===== src/rtl/mct_pkg.sv =====
package mct_pkg;

    // Operation captured for one memory cycle
    typedef enum logic [1:0] {
        OP_NONE  = 2'd0,
        OP_READ  = 2'd1,
        OP_RMW   = 2'd2,
        OP_CLRWR = 2'd3
    } op_e;

    // Strobe controller states
    typedef enum logic [2:0] {
        ST_IDLE  = 3'd0,
        ST_READ  = 3'd1,
        ST_CLEAR = 3'd2,
        ST_HOLD  = 3'd3,
        ST_WRITE = 3'd4
    } st_e;

endpackage


===== src/rtl/mct_ring.sv =====
module mct_ring #(
    parameter int POSITIONS    = 10,
    parameter int CLKS_PER_POS = 2
) (
    input  logic                 clk,
    input  logic                 rst_n,
    output logic [POSITIONS-1:0] ring_o,
    output logic                 pos_last_o,
    output logic                 cyc_first_o,
    output logic                 cyc_last_o
);

    localparam int PW = (CLKS_PER_POS > 1) ? $clog2(CLKS_PER_POS) : 1;
    localparam logic [PW-1:0] PRE_LAST = PW'(CLKS_PER_POS - 1);
    localparam logic [POSITIONS-1:0] RING_HOME = POSITIONS'(1);

    logic [POSITIONS-1:0] ring_q;
    logic [PW-1:0]        pre_q;

    // Prescaler and one-hot ring; any illegal ring value restarts at home.
    always_ff @(posedge clk or negedge rst_n) begin
        if (!rst_n) begin
            ring_q <= RING_HOME;
            pre_q  <= '0;
        end else if (!$onehot(ring_q)) begin
            ring_q <= RING_HOME;
            pre_q  <= '0;
        end else if (pre_q == PRE_LAST) begin
            pre_q  <= '0;
            ring_q <= {ring_q[POSITIONS-2:0], ring_q[POSITIONS-1]};
        end else begin
            pre_q  <= pre_q + PW'(1);
        end
    end

    assign ring_o      = ring_q;
    assign pos_last_o  = (pre_q == PRE_LAST);
    assign cyc_first_o = ring_q[0] && (pre_q == '0);
    assign cyc_last_o  = ring_q[POSITIONS-1] && (pre_q == PRE_LAST);


    ring_onehot_chk: assert property (@(posedge clk) disable iff (!rst_n)
        $onehot(ring_q));


    ring_advance_chk: assert property (@(posedge clk) disable iff (!rst_n)
        pos_last_o |=> ring_q == {$past(ring_q[POSITIONS-2:0]), $past(ring_q[POSITIONS-1])});


    ring_hold_chk: assert property (@(posedge clk) disable iff (!rst_n)
        !pos_last_o |=> $stable(ring_q));

endmodule


===== src/rtl/mct_strobe_fsm.sv =====
module mct_strobe_fsm
    import mct_pkg::*;
#(
    parameter int STROBE_CLKS = 3
) (
    input  logic clk,
    input  logic rst_n,
    input  logic cyc_first_i,
    input  logic wr_start_i,
    input  logic req_read_i,
    input  logic req_rmw_i,
    input  logic req_clrwr_i,
    output logic rd_stb_o,
    output logic clr_stb_o,
    output logic wr_stb_o
);

    localparam int CW = (STROBE_CLKS > 1) ? $clog2(STROBE_CLKS) : 1;
    localparam logic [CW-1:0] CNT_LAST = CW'(STROBE_CLKS - 1);

    st_e          st_q, st_d;
    logic [CW-1:0] cnt_q;
    logic          wr_pend_q, wr_pend_d;
    op_e           op_req;

    // Priority decode of the request lines
    always_comb begin
        if (req_clrwr_i)      op_req = OP_CLRWR;
        else if (req_rmw_i)   op_req = OP_RMW;
        else if (req_read_i)  op_req = OP_READ;
        else                  op_req = OP_NONE;
    end

    // Next-state logic
    always_comb begin
        st_d      = st_q;
        wr_pend_d = wr_pend_q;
        unique case (st_q)
            ST_IDLE: begin
                if (cyc_first_i) begin
                    wr_pend_d = (op_req == OP_RMW) || (op_req == OP_CLRWR);
                    if (op_req == OP_CLRWR)
                        st_d = ST_CLEAR;
                    else if (op_req != OP_NONE)
                        st_d = ST_READ;
                end
            end
            ST_READ, ST_CLEAR: begin
                if (cnt_q == CNT_LAST)
                    st_d = wr_pend_q ? ST_HOLD : ST_IDLE;
            end
            ST_HOLD: begin
                if (wr_start_i)
                    st_d = ST_WRITE;
            end
            ST_WRITE: begin
                if (cnt_q == CNT_LAST) begin
                    st_d      = ST_IDLE;
                    wr_pend_d = 1'b0;
                end
            end
            default: st_d = ST_IDLE;
        endcase
    end

    // State register with strobe-length counter
    always_ff @(posedge clk or negedge rst_n) begin
        if (!rst_n) begin
            st_q      <= ST_IDLE;
            cnt_q     <= '0;
            wr_pend_q <= 1'b0;
        end else begin
            st_q      <= st_d;
            wr_pend_q <= wr_pend_d;
            cnt_q     <= (st_d != st_q) ? '0 : cnt_q + CW'(1);
        end
    end

    // Outputs follow the state
    always_comb begin
        rd_stb_o  = 1'b0;
        clr_stb_o = 1'b0;
        wr_stb_o  = 1'b0;
        unique case (st_q)
            ST_READ:  rd_stb_o  = 1'b1;
            ST_CLEAR: clr_stb_o = 1'b1;
            ST_WRITE: wr_stb_o  = 1'b1;
            default: ;
        endcase
    end

    // Checker state: a read or clear has been seen in this cycle
    logic pre_seen_q;
    always_ff @(posedge clk or negedge rst_n) begin
        if (!rst_n)
            pre_seen_q <= 1'b0;
        else if (cyc_first_i)
            pre_seen_q <= 1'b0;
        else if (rd_stb_o || clr_stb_o)
            pre_seen_q <= 1'b1;
    end


    wr_after_pre_chk: assert property (@(posedge clk) disable iff (!rst_n)
        wr_stb_o |-> pre_seen_q);


    no_overlap_chk: assert property (@(posedge clk) disable iff (!rst_n)
        $countones({rd_stb_o, clr_stb_o, wr_stb_o}) <= 1);


    wr_start_chk: assert property (@(posedge clk) disable iff (!rst_n)
        $rose(wr_stb_o) |-> $past(wr_start_i));


    pre_start_chk: assert property (@(posedge clk) disable iff (!rst_n)
        $rose(rd_stb_o || clr_stb_o) |-> $past(cyc_first_i));

endmodule


===== src/rtl/mct_cycle_timer.sv =====
module mct_cycle_timer #(
    parameter int POSITIONS    = 10,
    parameter int CLKS_PER_POS = 2,
    parameter int STROBE_CLKS  = 3,
    parameter int WRITE_POS    = 5
) (
    input  logic                 clk,
    input  logic                 rst_n,
    input  logic                 req_read_i,
    input  logic                 req_rmw_i,
    input  logic                 req_clrwr_i,
    output logic [POSITIONS-1:0] phase_o,
    output logic                 rd_stb_o,
    output logic                 clr_stb_o,
    output logic                 wr_stb_o,
    output logic                 cyc_done_o
);

    logic [POSITIONS-1:0] ring;
    logic pos_last, cyc_first, cyc_last, wr_start;

    mct_ring #(
        .POSITIONS   (POSITIONS),
        .CLKS_PER_POS(CLKS_PER_POS)
    ) u_ring (
        .clk        (clk),
        .rst_n      (rst_n),
        .ring_o     (ring),
        .pos_last_o (pos_last),
        .cyc_first_o(cyc_first),
        .cyc_last_o (cyc_last)
    );

    // Write begins on the first clock of the write position
    assign wr_start = ring[WRITE_POS-1] && pos_last;

    mct_strobe_fsm #(
        .STROBE_CLKS(STROBE_CLKS)
    ) u_fsm (
        .clk        (clk),
        .rst_n      (rst_n),
        .cyc_first_i(cyc_first),
        .wr_start_i (wr_start),
        .req_read_i (req_read_i),
        .req_rmw_i  (req_rmw_i),
        .req_clrwr_i(req_clrwr_i),
        .rd_stb_o   (rd_stb_o),
        .clr_stb_o  (clr_stb_o),
        .wr_stb_o   (wr_stb_o)
    );

    assign phase_o    = ring;
    assign cyc_done_o = cyc_last;


    done_pos_chk: assert property (@(posedge clk) disable iff (!rst_n)
        cyc_done_o |-> phase_o[POSITIONS-1]);


    done_wrap_chk: assert property (@(posedge clk) disable iff (!rst_n)
        cyc_done_o |=> phase_o[0] && !cyc_done_o);


    wr_pos_chk: assert property (@(posedge clk) disable iff (!rst_n)
        $rose(wr_stb_o) |-> phase_o[WRITE_POS]);

endmodule


===== config.mk =====
export PLATFORM = sky130hd
export DESIGN_NAME = mct_cycle_timer
export DESIGN_NICKNAME = d
export VERILOG_FILES = /design/src/rtl/mct_pkg.sv /design/src/rtl/mct_ring.sv /design/src/rtl/mct_strobe_fsm.sv /design/src/rtl/mct_cycle_timer.sv
export SDC_FILE = /design/constraint.sdc
export NUM_CORES = 1
export LEC_CHECK = 0
export BUFFER_PORTS_ARGS = -buffer_cell sky130_fd_sc_hd__buf_2
export CAP_MARGIN = 20
export CORE_MARGIN = 2
export CORE_UTILIZATION = 59
export CTS_CLUSTER_DIAMETER = 200
export CTS_CLUSTER_SIZE = 30
export DETAILED_ROUTE_END_ITERATION = 8
export PLACE_DENSITY_LB_ADDON = 0.15
export SETUP_SLACK_MARGIN = 0.1
export SLEW_MARGIN = 20
export SYNTH_ARGS = -nofsm -noshare
export SYNTH_HDL_FRONTEND = slang
export SYNTH_SLANG_ARGS = --single-unit

===== constraint.sdc =====
create_clock -name clk -period 7.1 [get_ports clk]
set_input_delay 0.71 -clock clk [delete_from_list [all_inputs] [get_ports clk]]
set_output_delay 0.71 -clock clk [all_outputs]
set_load 0.1 [all_outputs]

Word-level counts from Yosys, hierarchy flattened
Cells that the tools add are included.
{"block": "op_classes", "n_addsub": 11, "n_eq_ne": 12, "n_mux": 22, "bitwise_logic": 1, "reduce_logical": 9}
{"op": "2-to-1 mux 10 bit", "n": 2}
{"op": "2-to-1 mux 3 bit", "n": 6}
{"op": "adder 4 bit", "n": 4}
{"op": "one-hot mux 3 bit (4 select lines)", "n": 1}
{"op": "adder 1 x 1 -> 2 bit", "n": 5}
{"op": "2-to-1 mux 1 bit", "n": 8}
{"op": "2-to-1 mux 2 bit", "n": 4}
{"op": "== test 2 bit (second input constant)", "n": 3}
{"op": "== test 3 x 2 -> 1 bit (second input constant)", "n": 2}
{"op": "== test 4 x 1 -> 1 bit (second input constant)", "n": 1}
{"op": "inequality test 2 x 1 -> 1 bit (second input constant)", "n": 2}
{"op": "nonzero test 2 bit", "n": 2}
{"op": "== test 3 x 1 -> 1 bit (second input constant)", "n": 1}
{"op": "== test 3 bit (second input constant)", "n": 1}
{"op": "logical AND 1 bit", "n": 3}
{"op": "logical NOT 3 bit", "n": 1}
{"op": "inequality test 3 bit", "n": 1}
{"op": "AND reduction 3 bit", "n": 1}
{"op": "adder 2 x 1 -> 2 bit (second input constant)", "n": 1}
{"op": "inequality test 2 bit (second input constant)", "n": 1}
{"op": "one-hot mux 1 bit (2 select lines)", "n": 1}
{"op": "OR reduction 2 bit", "n": 1}
{"op": "adder 1 bit (second input constant)", "n": 1}
{"op": "logical OR 1 bit", "n": 1}
{"op": "NOT 1 bit", "n": 1}
{"block": "word_totals", "reg_bits": 17, "inputBits": 5}

Longest topological paths before layout
Gate-level depths: netlist (run 1).
{"block": "logic_depth", "ltp_word": 10, "depth_mapped": 13, "mapped_depth_nobuf": 12}

Modules after synthesis
Synthesis (run 1) repeated with hierarchy kept, for this count alone.
{"block": "unflattened", "hier_cells": 107, "area_unflattened_um2": 1128.6}
{"mod": "mct_ring", "instances": 1, "cells_each": 56, "area_each_um2": 643.1}
{"mod": "mct_strobe_fsm", "instances": 1, "cells_each": 50, "area_each_um2": 479.2}
{"mod": "mct_cycle_timer", "instances": 1, "cells_each": 1, "area_each_um2": 6.3}

Worst setup path before layout (run 1)
Ideal clock, no wire load.
{"block": "synth_path", "path_kind": "reg-to-reg", "from": "register u_ring.ring_q[4] (netlist: u_ring.ring_o[4])", "to": "register u_ring.ring_q[0] (netlist: u_ring.ring_o[0])", "setup_time_ps": 89, "t_arrival_ps": 3876, "t_required_ps": 7011, "slack_ps": 3135, "path_stages_with_launch": 13, "n_path_buf": 0, "cell_sequence": "dfrtp_1 -> ha_1 -> inv_1 -> fa_1 -> fa_1 -> inv_1 -> fa_1 -> inv_1 -> fa_1 -> nor2b_1 -> a31oi_1 -> or3_1 -> or3b_1"}
{"block": "synth_between", "elab_chain_len": 6, "word_cells_on_any_way": 7, "cone_classes": "add/sub (4); eq/ne (2); mux (1)"}
{"element": "from (decl)", "line_no": "mct_ring.sv:17", "source": "logic [POSITIONS-1:0] ring_q;"}
{"element": "from (signal assigned)", "line_no": "mct_ring.sv:30", "source": "ring_q <= {ring_q[POSITIONS-2:0], ring_q[POSITIONS-1]};"}
{"element": "adder 1 x 1 -> 2 bit (implied by the code) (*)", "line_no": "mct_ring.sv:25", "source": "end else if (!$onehot(ring_q)) begin"}
{"element": "adder 4 bit (implied by the code) (*) (3 in a row)", "line_no": "mct_ring.sv:25"}
{"element": "== test 4 x 1 -> 1 bit (*)", "line_no": "mct_ring.sv:25"}
{"element": "inequality test 2 x 1 -> 1 bit (no line) or 2-to-1 mux 10 bit (tied branches)"}
Mark *: on every way between the ends. The rest lies on a longest branch, timed or not.
A chain may end at the register's enable or synchronous reset.

Worst setup path in the final report (run 1)
{"block": "layout_path", "from": "register u_ring.ring_q[9] (netlist: u_ring.ring_o[9])", "to": "register u_ring.ring_q[0] (netlist: u_ring.ring_o[0])"}
{"block": "layout_between", "elab_chain_len": 4, "word_cells_on_any_way": 6, "cone_classes": "add/sub (2); eq/ne (2); mux (2)"}
{"element": "adder 1 x 1 -> 2 bit (implied by the code)", "line_no": "mct_ring.sv:25"}
{"element": "adder 4 bit (implied by the code)", "line_no": "mct_ring.sv:25"}
{"element": "== test 4 x 1 -> 1 bit", "line_no": "mct_ring.sv:25"}
{"element": "inequality test 2 x 1 -> 1 bit (no line) or 2-to-1 mux 10 bit (tied branches)"}
Several ways; a longest one is shown, not always the timed one. The select of a mux whose other input is x is not followed.

==> key figures, run 1 <==
Timing
  – RSZ-0062 raised after global routing: false
  – Final hold viol count: 0
  – Worst setup slack after layout: 3.38 ns
  – Final Skew: 0.00420 ns
  – Slew at the pin closest to its max-slew limit: 0.689 ns
  – Slew Viols, Final: 0
  – Worst rel slew slack: 54.0%
  – Fin crit share: 52.5%
  – Setup Viol. Count Final: 0
  – Setup tns final: 0 ns
  – Achievable Freq: 268 MHz
  – Tmin final: 3.72 ns
  – WHS: 0.333 ns

Routing
  – DRC violations left: 0
  – Avg WL per Cell: 13.9 um
  – Vias/cell: 5.40
  – Detailed router's first-iteration violation count: 20
  – Final ANT Viol Nets: 0
  – DR vias: 875
  – Final wirelength: 2.25 mm
  – Drt pass-1 iters: 4

CTS
  – CTS tree: yes
  – CTS Root Cell: clkbuf_4
  – Clock Path Buffers: 2
  – Clk_lat worst skew: 0.28 ns
  – Post-CTS setup repair buffer count: 0
  – CTS Sinks: 17
  – H-Tree Depth: 1
  – Worst-path clk slew: 0.10 ns
  – Num CTS Buffers: 3
  – CTS Hold Bufs: 0
  – Post-cts sizing count: 0

Logic synthesis
  – Post-Syn Area: 0.00117 mm2
  – EDFF count, synth: 0
  – Flop and latch count out of synthesis: 17
  – Synth unique cells: 34
  – Ys async rst share: 100%
  – Yosys warnings: 0
  – Sequential area share after synthesis: 36.5%
  – Post-Syn Nets: 138
  – Cells after Synth: 119
  – Mean Syn Cell Area: 9.83 um2
  – Synth Flop Type: dfrtp_1

Finish
  – Filler Cell Count: 185
  – Multi-input gate area: 664 um2
  – N_diodes: 0
  – Total area of sequential cells: 427 um2
  – Final Core Density: 67.1%
  – NumNets Final: 155
  – Most common cell after layout, fill and taps aside: buf_2
  – Share of layout cells above drive strength 1: 17.0%
  – Area grow syn2layout: 10.3%
  – Most frequent cells in the layout: buf_2 (18), dfrtp_1 (16), nor2_1 (14)

Die
  – Row count: 16
  – Chip Width: 48.5 um
  – Die area: 0.00236 mm2
  – Core Area: 0.00192 mm2
  – Chip height: 48.5 um
  – Initial Utilization: 60.9%
  – Ports: 19

Setup path
  – Crit. Startpoint: u_ring.ring_o[9]$_DFFE_PN0P_
  – Critical-path maximum fanout: 11
  – Critical path class: flip-flop to flip-flop
  – Required @ worst endpoint: 7.31 ns
  – Worst-path cell chain: ha_1 -> inv_1 -> fa_1 -> fa_1 -> inv_1 -> fa_1 -> inv_1 -> fa_1 -> nor2b_1 -> a31oi_1 -> or3_1 -> or3b_1
  – Crit path buf inv count: 3
  – Cell family with most CP delay: adder cells
  – Worst Setup Start Kind: flip-flop
  – Slowest stage delay, CP: 0.52 ns
  – CP most frequent cell: fa_1
  – Crit end category: flip-flop
  – Slowest CP cell: fa_1
  – R2r startpoint: u_ring.ring_o[9]$_DFFE_PN0P_
  – Worst EP arrival: 3.94 ns

GRT
  – Total gr overflow: 0
  – Initial antenna violation count: 0
  – Vias in the first global route: 879
  – Largest net degree at the start of global routing: 19
  – First-pass GRT wire length: 4.11 mm
  – Gr usage total: 22.8%

Placement
  – DP Worst Slack: 3.38 ns
  – Gpl congestion: 0.735
  – Port Buffers: 18
  – Hpwl dp: 1.72 mm

Power and ir drop
  – Pwr Total: 0.000289 W
  – Leakage: 0.657 nW
  – Cell Pwr Density: 224 mW/mm2
  – VDD IR-drop max: 149 uV

Min path
  – Worst min path class: input pin to asynchronous set/reset pin

Job
  – Max-cap viol count: 0

Outcome
  – Status: complete, no violations
cell type report:
type	instances	area share, %
multi-input combinational	83	51.5
sequential	17	33.1
timing repair buffer	18	6.98
inverter	13	3.78
tap	27	2.62
clock buffer	4	2.04
routing by layer:
metal	share of wire, %	GRT usage [%]	wire length (um)	up-vias
met5	0	0	0	-
met4	1.2	10.0	27	0
met3	2.4	3.70	55	2
met2	53	38.4	1190	14
met1	43	29.1	975	419
li1	-	-	-	440
cell families after synthesis:
| group | Yosys count | synth area share [%] |
|---|---|---|
| and+or+nand+nor | 47 | 22.8 |
| DFF | 17 | 36.5 |
| adders and majority gates | 14 | 18.8 |
| AOI/OAI and AO/OA | 13 | 7.49 |
| muxes | 9 | 7.70 |
| buffers and inverters | 19 | 6.74 |
state kept, by name, indices dropped and copies added (netlist names):
signal / flops
u_ring.ring_o: 10
u_fsm.st_q: 3
u_fsm.cnt_q: 2
u_fsm.wr_pend_q: 1
u_ring.pos_last_o: 1
cell usage after synthesis, drive strengths merged (2+ instances only):
master	number	share of area, %
dfrtp	16	34
nor2	14	4.5
inv	13	4.2
mux2i	9	7.7
ha	8	8.6
fa	6	10
clkbuf	5	1.6
nand2	5	1.6
nor2b	5	2.7
a31oi	4	2.1
nand2b	4	2.1
nor4	3	1.6
a21oi	2	0.86
and2	2	1.1
and3b	2	1.5
nand3	2	0.86
or3	2	1.1
report_power, final:
group	switching (W)	leakage, nW	internal, W
registers	0.0000221	0.217	0.000108
logic	0.0000725	0.424	0.0000347
clock network	0.0000300	0.0150	0.0000218
total	0.000125	0.657	0.000165
through the flow:
| stage | cell area [um2] | cells |
|---|---|---|
| final | 1290 | 162 |
| after global routing | 1290 | 162 |
| after CTS | 1290 | 162 |
| after detailed placement | 1260 | 158 |
| after global placement | 1260 | 158 |
| after floorplan | 1170 | 119 |
final timing paths:
check                                                    end  slack [ns]  cells past startpoint
worst min-delay path                 u_fsm.st_q[2]$_DFF_PN0_        0.33                      1
worst max register to register  u_ring.ring_o[0]$_DFFE_PN1P_        3.38                     12
max in group asynchronous       u_ring.ring_o[0]$_DFFE_PN1P_        6.45                      1
worst max-delay path            u_ring.ring_o[0]$_DFFE_PN1P_        3.38                     12
worst min register to register      u_fsm.cnt_q[0]$_DFF_PN0_        0.43                      1
min in group clk                    u_fsm.cnt_q[0]$_DFF_PN0_        0.43                      1
(Power assumes the default switching activity.)
==> inputs of run 2 (changes only) <==
- CORE_UTILIZATION: 59 -> 55
- clock period: 7.1 -> 3.7 ns (I/O delays scaled with it)
==> run 2 against run 1 <==
  * Wire length increased by 5.6%
  * Total power increased by 94%
  * Count of clock-buffer cells in the layout decreased by 1
  * Core utilization increased by 3.3 points
  * Critical endpoint unchanged
==> key figures, run 2 (synthesis gave the netlist of run 1 again) <==
Outcome
  – Status: complete, no violations

Setup path
  – Worst EP arrival: 3.71 ns
  – R2r startpoint: u_ring.ring_o[4]$_DFFE_PN0P_
  – Crit path buf inv count: 3
  – Critical path class: flip-flop to flip-flop
  – Worst-path cell chain: ha_4 -> inv_1 -> fa_1 -> fa_1 -> inv_1 -> fa_2 -> inv_2 -> fa_2 -> nand2_1 -> or3_4 -> or3b_1
  – Worst Setup Start Kind: flip-flop
  – Required @ worst endpoint: 3.93 ns
  – Crit end category: flip-flop
  – Crit. Startpoint: u_ring.ring_o[4]$_DFFE_PN0P_
  – Critical-path maximum fanout: 6
  – Slowest CP cell: fa_1
  – Reg2reg end: u_ring.ring_o[0]$_DFFE_PN1P_
  – Reg2Reg Depth: 11
  – R2r setup slk: 0.21 ns
  – Cell family with most CP delay: adder cells
  – Slowest stage delay, CP: 0.55 ns

GRT
  – Vias in the first global route: 851
  – Largest net degree at the start of global routing: 19
  – Initial antenna violation count: 0
  – First-pass GRT wire length: 3.98 mm
  – Gr usage total: 20.9%
  – Total gr overflow: 0

CTS
  – H-Tree Depth: 1
  – CTS Root Cell: clkbuf_4
  – CTS Sinks: 17
  – Clk_lat worst skew: 0.30 ns
  – CTS tree: yes
  – Worst-path clk slew: 0.10 ns
  – Clock Path Buffers: 2
  – Num CTS Buffers: 3

Finish
  – Final Non-Filler Cells: 167
  – NumNets Final: 160
  – Area grow syn2layout: 19.4%
  – N_diodes: 0
  – Share of layout cells above drive strength 1: 29.3%
  – Max FFs per register: 10
  – Most common cell after layout, fill and taps aside: buf_2
  – Most frequent cells in the layout: buf_2 (18), nor2_1 (14), inv_1 (12)

Routing
  – Drt pass-1 iters: 4
  – DRC violations left: 0
  – Avg WL per Cell: 14.2 um
  – Final wirelength: 2.37 mm
  – Vias/cell: 5.47
  – DR vias: 914
  – Detailed router's first-iteration violation count: 14
  – Final ANT Viol Nets: 0

Power and ir drop
  – Cell Pwr Density: 401 mW/mm2
  – VDD IR-drop max: 397 uV
  – Leakage: 0.682 nW

Placement
  – Hpwl dp: 1.74 mm
  – Port Buffers: 18
  – Gpl congestion: 0.812
  – DP Worst Slack: 0.152 ns
  – Post-Place Cells: 159

Die
  – Chip height: 50.1 um
  – Row count: 16
  – Chip Width: 50.1 um
  – Initial Utilization: 59.0%
  – Die area: 0.00251 mm2
  – Ports: 19
  – Core Area: 0.00198 mm2

Timing
  – Slew at the pin closest to its max-slew limit: 0.696 ns
  – RSZ-0062 raised after global routing: false
  – Setup tns final: 0 ns
  – Final Skew: 0.00343 ns
  – Setup Viol. Count Final: 0
  – Slew Viols, Final: 0
  – Final hold viol count: 0
  – Worst setup slack after layout: 0.214 ns
  – Worst rel slew slack: 53.6%
  – Tmin final: 3.49 ns
  – Fin crit share: 94.2%
  – Achievable Freq: 287 MHz

Min path
  – Hold path startpoint: req_clrwr_i
  – WHS Endpoint: u_fsm.st_q[1]$_DFF_PN0_
  – Worst min path class: input pin to flip-flop
  – Worst hold path cell count: 3

Job
  – Max-cap viol count: 0
run 2: repair_timing:
action / 4_1_cts / 5_1_grt
resized for setup: 0 / 6
endpoints found under the setup margin: 0 / 11
hold buffers: 1 / 0
hold endpoints to repair: 16 / 0
setup buffers: 0 / 3
run 2: per-layer routing:
metal | part of all wire (%) | wire length, um | track usage, %
met1 | 46 | 1090 | 28.9
met2 | 49 | 1160 | 33.6
met4 | 1.3 | 32 | 6.94
met5 | 0 | 0 | 0
met3 | 3.7 | 88 | 2.73
run 2: worst reg2reg max path, cell delays in order, from the launching register on:
cell and delay [ns]:
dfrtp_4 0.53, ha_4 0.27, inv_1 0.04, fa_1 0.55, fa_1 0.41, inv_1 0.08
fa_2 0.20, inv_2 0.04, fa_2 0.52, nand2_1 0.05, or3_4 0.36, or3b_1 0.37
run 2: final cells by class:
type | instances | area (um2)
tap | 27 | 33.8
sequential | 17 | 449
multi-input combinational | 83 | 707
timing repair buffer | 23 | 130
fill | 155 | 586
inverter | 13 | 48.8
clock inverter | 1 | 5.00
clock buffer | 3 | 22.5
run 2: per-stage QoR:
step	power [W]	util, %	instance area [um2]	hold WS, ns
2_1_floorplan	0.000420	-	1200	0.0744
3_3_place_gp	0.000449	65.9	1310	0.303
4_1_cts	0.000562	67.8	1340	0.357
5_1_grt	0.000595	70.5	1400	0.345
6_report	0.000560	70.5	1400	0.360
3_5_place_dp	0.000459	65.9	1310	0.304
run 2: worst max path at each step:
stage                     depth (start not counted)                           end  slack, ns
final                                            11  u_ring.ring_o[0]$_DFFE_PN1P_       0.21
after global routing                             11  u_ring.ring_o[0]$_DFFE_PN1P_       0.09
after CTS                                        12  u_ring.ring_o[0]$_DFFE_PN1P_       0.13
after detailed placement                         12  u_ring.ring_o[0]$_DFFE_PN1P_       0.15
after global placement                           12  u_ring.ring_o[0]$_DFFE_PN1P_       0.24
after floorplan                                  12  u_ring.ring_o[0]$_DFFE_PN1P_       0.11
run 2: power by group:
group	switching, W	internal [W]	leakage [nW]
Combinational	0.000137	0.0000675	0.457
Clock	0.0000625	0.0000403	0.0177
Sequential	0.0000458	0.000208	0.208
